<file path="config.mk">
export PLATFORM = sky130hd
export DESIGN_NAME = bit_tam_unit
export DESIGN_NICKNAME = d
export VERILOG_FILES = /design/src/rtl/bit_tam_pkg.sv /design/src/rtl/bit_index_sel.sv /design/src/rtl/bit_mask_gen.sv /design/src/rtl/bit_apply.sv /design/src/rtl/bit_tam_unit.sv
export SDC_FILE = /design/constraint.sdc
export NUM_CORES = 1
export LEC_CHECK = 0
export ABC_AREA = 0
export ABC_CLOCK_PERIOD_IN_PS = 5000
export CORE_MARGIN = 2
export CORE_UTILIZATION = 36
export DETAILED_ROUTE_END_ITERATION = 16
export DONT_BUFFER_PORTS = 1
export GPL_ROUTABILITY_DRIVEN = 0
export PLACE_DENSITY_LB_ADDON = 0.05
export SYNTH_ARGS = -nofsm -noshare
export SYNTH_HDL_FRONTEND = slang
export SYNTH_SLANG_ARGS = --single-unit
</file>
<file path="constraint.sdc">
create_clock -name clk -period 5 [get_ports clk]
set_clock_uncertainty 0.15 [all_clocks]
set_input_delay 1.25 -clock clk [delete_from_list [all_inputs] [get_ports clk]]
set_output_delay 1.25 -clock clk [all_outputs]
set_load 0.1 [all_outputs]
</file>
<file path="src/rtl/bit_tam_pkg.sv">
package bit_tam_pkg;

    localparam int unsigned DATA_W = 32;
    localparam int unsigned BYTE_W = 8;
    localparam int unsigned IMM_W  = 8;

    typedef enum logic [1:0] {
        OP_TEST  = 2'b00,
        OP_FLIP  = 2'b01,
        OP_CLEAR = 2'b10,
        OP_SET   = 2'b11
    } bit_op_e;

    typedef struct packed {
        logic [DATA_W-1:0] value;
        logic              pre_bit;
    } bit_res_t;

    // Apply one operation to a word, given a one-hot mask of the target bit
    function automatic logic [DATA_W-1:0] apply_op(
        input logic [DATA_W-1:0] word,
        input logic [DATA_W-1:0] mask,
        input bit_op_e           op
    );
        logic [DATA_W-1:0] r;
        unique case (op)
            OP_TEST:  r = word;
            OP_FLIP:  r = word ^ mask;
            OP_CLEAR: r = word & ~mask;
            OP_SET:   r = word | mask;
            default:  r = word;
        endcase
        return r;
    endfunction

endpackage

</file>
<file path="src/rtl/bit_index_sel.sv">
module bit_index_sel
    import bit_tam_pkg::*;
#(
    parameter int unsigned D_W = DATA_W,
    parameter int unsigned B_W = BYTE_W,
    parameter int unsigned I_W = IMM_W,
    localparam int unsigned IDX_W  = $clog2(D_W),
    localparam int unsigned BIDX_W = $clog2(B_W)
) (
    input  logic              from_reg,
    input  logic [I_W-1:0]    imm_num,
    input  logic [D_W-1:0]    reg_num,
    input  logic              size_byte,
    output logic [IDX_W-1:0]  idx
);

    logic [IDX_W-1:0] raw;

    always_comb begin
        raw = from_reg ? reg_num[IDX_W-1:0] : imm_num[IDX_W-1:0];
        if (size_byte)
            idx = {{(IDX_W-BIDX_W){1'b0}}, raw[BIDX_W-1:0]};
        else
            idx = raw;
    end

endmodule

</file>
<file path="src/rtl/bit_mask_gen.sv">
module bit_mask_gen
    import bit_tam_pkg::*;
#(
    parameter int unsigned D_W = DATA_W,
    localparam int unsigned IDX_W = $clog2(D_W)
) (
    input  logic [IDX_W-1:0] idx,
    output logic [D_W-1:0]   mask
);

    for (genvar i = 0; i < D_W; i++) begin : g_dec
        assign mask[i] = (idx == IDX_W'(i));
    end

endmodule

</file>
<file path="src/rtl/bit_apply.sv">
module bit_apply
    import bit_tam_pkg::*;
#(
    parameter int unsigned D_W = DATA_W
) (
    input  logic [D_W-1:0] word,
    input  logic [D_W-1:0] mask,
    input  bit_op_e        op,
    output bit_res_t       res
);

    always_comb begin
        res.pre_bit = |(word & mask);
        res.value   = apply_op(word, mask, op);
    end

endmodule

</file>
<file path="src/rtl/bit_tam_unit.sv">
module bit_tam_unit
    import bit_tam_pkg::*;
(
    input  logic              clk,
    input  logic              rst,
    input  logic              in_valid,
    input  logic [DATA_W-1:0] operand,
    input  logic              idx_from_reg,
    input  logic [IMM_W-1:0]  imm_idx,
    input  logic [DATA_W-1:0] reg_idx,
    input  logic              size_byte,
    input  logic [1:0]        op,
    output logic              out_valid,
    output logic [DATA_W-1:0] result,
    output logic              zf_value,
    output logic              zf_we
);

    localparam int unsigned IDX_W = $clog2(DATA_W);

    logic [IDX_W-1:0]  idx;
    logic [DATA_W-1:0] mask;
    bit_res_t          res;

    bit_index_sel #(.D_W(DATA_W), .B_W(BYTE_W), .I_W(IMM_W)) u_sel (
        .from_reg (idx_from_reg),
        .imm_num  (imm_idx),
        .reg_num  (reg_idx),
        .size_byte(size_byte),
        .idx      (idx)
    );

    bit_mask_gen #(.D_W(DATA_W)) u_mask (
        .idx (idx),
        .mask(mask)
    );

    bit_apply #(.D_W(DATA_W)) u_apply (
        .word(operand),
        .mask(mask),
        .op  (bit_op_e'(op)),
        .res (res)
    );

    always_ff @(posedge clk) begin
        if (rst) begin
            out_valid <= 1'b0;
            zf_we     <= 1'b0;
            zf_value  <= 1'b0;
            result    <= '0;
        end else begin
            out_valid <= in_valid;
            zf_we     <= in_valid;
            if (in_valid) begin
                result   <= res.value;
                zf_value <= ~res.pre_bit;
            end
        end
    end

    AST_RESET_CLEARS: assert property (@(posedge clk)
        rst |=> (!out_valid && !zf_we && result == '0 && !zf_value));

    AST_ONE_CYCLE: assert property (@(posedge clk) disable iff (rst)
        in_valid |=> (out_valid && zf_we));

    AST_IDLE_HOLDS: assert property (@(posedge clk) disable iff (rst)
        !in_valid |=> (!out_valid && !zf_we && $stable(result) && $stable(zf_value)));

    AST_TEST_UNCHANGED: assert property (@(posedge clk) disable iff (rst)
        (in_valid && op == 2'b00) |=> result == $past(operand));

    AST_BYTE_UPPER_KEPT: assert property (@(posedge clk) disable iff (rst)
        (in_valid && size_byte) |=> result[DATA_W-1:BYTE_W] == $past(operand[DATA_W-1:BYTE_W]));

    AST_AT_MOST_ONE_BIT: assert property (@(posedge clk) disable iff (rst)
        in_valid |=> $countones(result ^ $past(operand)) <= 1);

endmodule

</file>
=== After elaboration in Yosys (flattened, before gate mapping) ===
Index checks and enable logic that the tools add are counted.

* Register bits: 34
* Bits of input ports: 79
* Logic and storage cells: 49
* Output and inout bits: 35

* Bitwise operators: 6
* Reductions and logical operators: 3
* Equality and inequality tests: 34
* Muxes and demuxes: 3

{| class="wikitable"
|+ Operator list
! kind !! count
|-
| $pmux W32 S4 || 1
|-
| $eq A5 B5 Y1 const B || 16
|-
| $and A32 B32 Y32 || 2
|-
| $eq A5 B4 Y1 const B || 8
|-
| $not A32 Y32 || 1
|-
| $or A32 B32 Y32 || 1
|-
| $reduce_or A32 Y1 || 1
|-
| $xor A32 B32 Y32 || 1
|-
| $eq A5 B3 Y1 const B || 4
|-
| $eq A5 B2 Y1 const B || 2
|-
| $mux W5 || 2
|-
| $eq A5 B1 Y1 const B || 1
|-
| $logic_not A5 Y1 || 1
|-
| $eq A2 B2 Y1 const B || 2
|-
| $eq A2 B1 Y1 const B || 1
|-
| $logic_not A2 Y1 || 1
|-
| $not A1 Y1 || 1
|}

=== Logic depth before layout (Yosys ltp) ===
* Depth in word-level cells: 6
* Depth in mapped cells: 11
* Mapped depth without buffers: 9

=== Modules after synthesis ===
A second synthesis with hierarchy kept.

* Cell total of the unflattened synthesis: 408
* Area, all modules: 3995.1 um2

{| class="wikitable"
|+ Modules (own cells, without submodules)
! module !! times used !! cells each !! area an instance (um2) !! sequential area each (um2)
|-
| bit_apply || 1 || 243 || 2449.8 || 0.0
|-
| bit_tam_unit || 1 || 110 || 1239.9 || 680.7
|-
| bit_mask_gen || 1 || 47 || 221.5 || 0.0
|-
| bit_index_sel || 1 || 8 || 83.8 || 0.0
|}

=== Worst setup path after synthesis ===
No wires, ideal clock.

* Path type: input port to flip-flop
* Start: input idx_from_reg
* End: register result[25]
* Stages: 10
* Arrival: 3.045 ns
* Data required time: 4.722 ns
* Setup time: 0.128 ns
* Buffers on the path: 2
* Path slack: 1.678 ns
* Cell sequence: buf_4 -> buf_4 -> nor2_4 -> nand2_1 -> a21oi_2 -> nand2_1 -> ha_1 -> mux4_1 -> mux2i_1 -> nor2_1

* Word-level cells in the longest chain between the ends: 6
* Elaborated cells on any way between the ends: 8
* Classes of those cells: 1 x eq/ne; 3 x mux; 4 x bitwise

{| class="wikitable"
|+ Ends and longest elaborated chain
! what !! RTL line !! text
|-
| start: declaration || bit_tam_unit.sv:8 || <nowiki>input logic idx_from_reg,</nowiki>
|-
| $mux W5 * || bit_index_sel.sv:20 || <nowiki>raw = from_reg ? reg_num[IDX_W-1:0] : imm_num[IDX_W-1:0];</nowiki>
|-
| $mux W5 * || bit_index_sel.sv:21 || <nowiki>if (size_byte)</nowiki>
|-
| $eq A5 B5 Y1 * || bit_mask_gen.sv:12 || <nowiki>assign mask[i] = (idx == IDX_W'(i));</nowiki>
|-
| $not A32 Y32 || bit_tam_pkg.sv:29 || <nowiki>OP_CLEAR: r = word & ~mask;</nowiki>
|-
| $and A32 B32 Y32 || bit_tam_pkg.sv:29 ||
|-
| $pmux W32 S4 * || bit_tam_pkg.sv:26 || <nowiki>unique case (op)</nowiki>
|-
| end signal: assignment || bit_tam_unit.sv:55 || <nowiki>result <= res.value;</nowiki>
|-
| end: declaration || bit_tam_unit.sv:14 || <nowiki>output logic [DATA_W-1:0] result,</nowiki>
|}

Every way passes the cells marked *; elsewhere a longest branch is shown, timed or not.
A chain may end at the register's enable or synchronous reset.

=== Worst setup path after layout ===
Same ends and word-level chain as after synthesis.

==> results.yml <==
pwr:
  power_density_nw_per_um2: 226
  pwr-share-comb_pct: 18.2
  switchingPower_mw: 0.378
  cellLeakagePower_nw: 2.05
  p_sw_share_pct: 39.2
  clock_power_share_pct: 33.3
  power.share.sequential_pct: 48.5
  vdd_drop_max_uv: 155
  intPower_mw: 0.588
worst_setup_path:
  cp_slowest_cell: "mux4_1"
  crit_path_frequent_cell: "nand2_1"
  end_kind: "register"
  cp_cell_sequence: "nor2b_1, nand2_1, a21oi_2, nand2_1, ha_1, mux4_1, mux2i_1, nor2_1"
  worstPathArrival_ns: 3.21
  worst_setup_path_start_kind: "primary input"
  path_class: "in -> reg"
  critical-path-top-delay-family: "multiplexers"
  required_ns: 5.02
  slowest_delay_ns: 0.49
  path_max_fanout: 17
  path_buf_inv: 0
logic_synthesis:
  yosys_warnings: 0
  ys.flop_type: "dfxtp_1"
  synth_cells: 440
  syn_avg_cell_area_um2: 9.37
  netlist_top_cells_count: "96 x ha_1, 70 x nor2_1, 64 x inv_1"
  synth_nets: 615
  synth_edf_count: 0
  yosys-top-cells-area: "ha_1 29%, dfxtp_1 17%, mux4_2 16%, mux2i_1 8.0%, nor2_1 6.4%"
  synth_top_area_share_pct: 29.1
  post-synth-top-area-cell: "ha_1"
  yosys_register_bits: 34
  synth_area_um2: 4120
  synth_cell_type_count: 35
  async_flop_share_pct: 0
  synth_most_common_cell: "ha_1"
  synth.yosys.seq_area_share_pct: 16.5
floorplanning:
  die-width_um: 111
  floorplan.initialDensity_pct: 36.6
  core_um2: 11300
  placementRows: 39
  die_h_um: 111
  pin_count: 114
  die-area_um2: 12300
timing:
  finalHoldViolCount: 0
  worst_pin_slew_ns: 0.995
  fmax_ghz: 0.314
  slew_headroom_pct: 33.8
  finalCriticalPeriod_ns: 3.18
  rsz0062_at_grt: "false"
  setup_viol: 0
  slew_violations: 0
  setup_tns_ns: 0
  fin_crit_sh_pct: 63.7
place:
  placed_cells: 561
  hpwlAfterDp_um: 7630
  portBuffers: 0
global_routing:
  grt_pass1_vias: 2981
  grt_max_degree: 35
  grt_antenna_before_repair: 0
  grt_usage_pct: 16.9
  grt_pass1_wl_um: 16400
  grt-ovfl-total: 0
clock_tree:
  clkLatencyLatePin_ns: 0.28
  cts_root_buf: "clkbuf_16"
  cts_setup_buffers: 0
  clkTransAtPathRegs_ns: 0.06
  post_cts_resized: 0
  cts_made_buffers: 5
  clk_path_buf_depth: 2
  cts_tree: "built"
  clock-sinks: 34
  postCtsHoldBufs: 0
  h-tree-depth: 2
routing:
  ant_nets: 0
  firstDrtPassIters: 4
  vias_per_cell: 5.04
  routed_wl_um: 9860
  dr_total_vias: 2870
  drt-initial-drc-count: 107
  drc: 0
  routedWlPerCell_um: 17.3
final_layout:
  syn_to_final_growth_pct: 3.67
  antenna_cells: 0
  finalNonFillerCells: 569
  nets: 600
  drive_gt1_share_pct: 11.3
flow_run:
  maxCapViolations: 0
worst_hold_path:
  hold_path.class: "reg -> reg"
outcome:
  status: "complete, no violations"
power by group through the flow:
stage / registers, mW / clock network, mW / logic, mW
after global routing: 0.472 / 0.347 / 0.204
final: 0.469 / 0.321 / 0.176
after detailed placement: 0.475 / 0 / 0.179
after floorplan: 0.468 / 0 / 0.181
after global placement: 0.475 / 0 / 0.174
after CTS: 0.469 / 0.338 / 0.181
cells by family after synthesis:
logic type | after synthesis | synth area share, %
muxes | 65 | 25.7
DFF | 34 | 16.5
adders and majority gates | 96 | 29.1
and+or+nand+nor | 142 | 14.8
buffers and inverters | 86 | 10.1
AOI/OAI and AO/OA | 17 | 3.80
state kept, by name, summed over array words and instances (netlist names):
register	flops
result	32
zf_value	1
zf_we	1
through the flow:
stage | power [mW] | util, % | worst slack (ns) | hold slack (ns) | cell area, um2
4_1_cts | 0.988 | 37.9 | 1.75 | 0.850 | 4270
5_1_grt | 1.02 | 37.9 | 1.64 | 0.872 | 4270
6_report | 0.966 | 37.9 | 1.82 | 0.846 | 4270
2_1_floorplan | 0.648 | - | 1.68 | 0.825 | 4120
3_5_place_dp | 0.654 | 36.6 | 1.46 | 0.839 | 4130
3_3_place_gp | 0.648 | 36.6 | 1.52 | 0.832 | 4130
layout by cell type, fill, tap and decap left out:
master and count:
ha_1 96, nor2_1 70, inv_1 64, nand2_1 44, mux2i_1 33, dfxtp_1 33, mux4_2 30, nor4_1 8
nor2b_1 5, nor2_2 5, clkbuf_16 5, nand2b_1 4, a21o_1 3, a22o_1 2, a21oi_2 2, a32o_1 2
nand4_1 2, mux4_1 2, nor2_4 1, a22oi_2 1, or2_1 1, a22oi_1 1, nand3_1 1, o22ai_1 1
o22a_1 1, a32oi_2 1, a32oi_1 1, o32ai_1 1, o32a_1 1, nor3b_1 1, clkinv_2 1, clkbuf_1 1
clkbuf_8 1, dfxtp_2 1
per-layer routing:
layer | share of wire, % | global-route usage (%)
met3 | 6.8 | 4.70
met1 | 48 | 22.8
met4 | 1.0 | 3.92
met5 | 0 | 0
met2 | 45 | 27.1
final timing paths:
kind,start,endpoint,slack (ns),cells after the start
worst max-delay path,idx_from_reg,result[25],1.82,8
worst min-delay path,result[20],result[20],0.85,2
worst min register to register,result[20],result[20],0.85,2
worst max register to register,zf_value,zf_value,3.47,2
worst reg2reg max path, stage by stage, from the launching register on:
cell     delay, ns
dfxtp_1       0.94
nor3b_1       0.29
a21o_1        0.10
area by class of cell:
| type | count | area (um2) |
|---|---|---|
| sequential | 34 | 682 |
| inverter | 64 | 240 |
| fill | 1175 | 7000 |
| clock inverter | 1 | 5.00 |
| multi-input combinational | 320 | 3020 |
| tap | 143 | 179 |
| clock buffer | 7 | 143 |
Note: power is estimated with default switching activity, not from simulation.
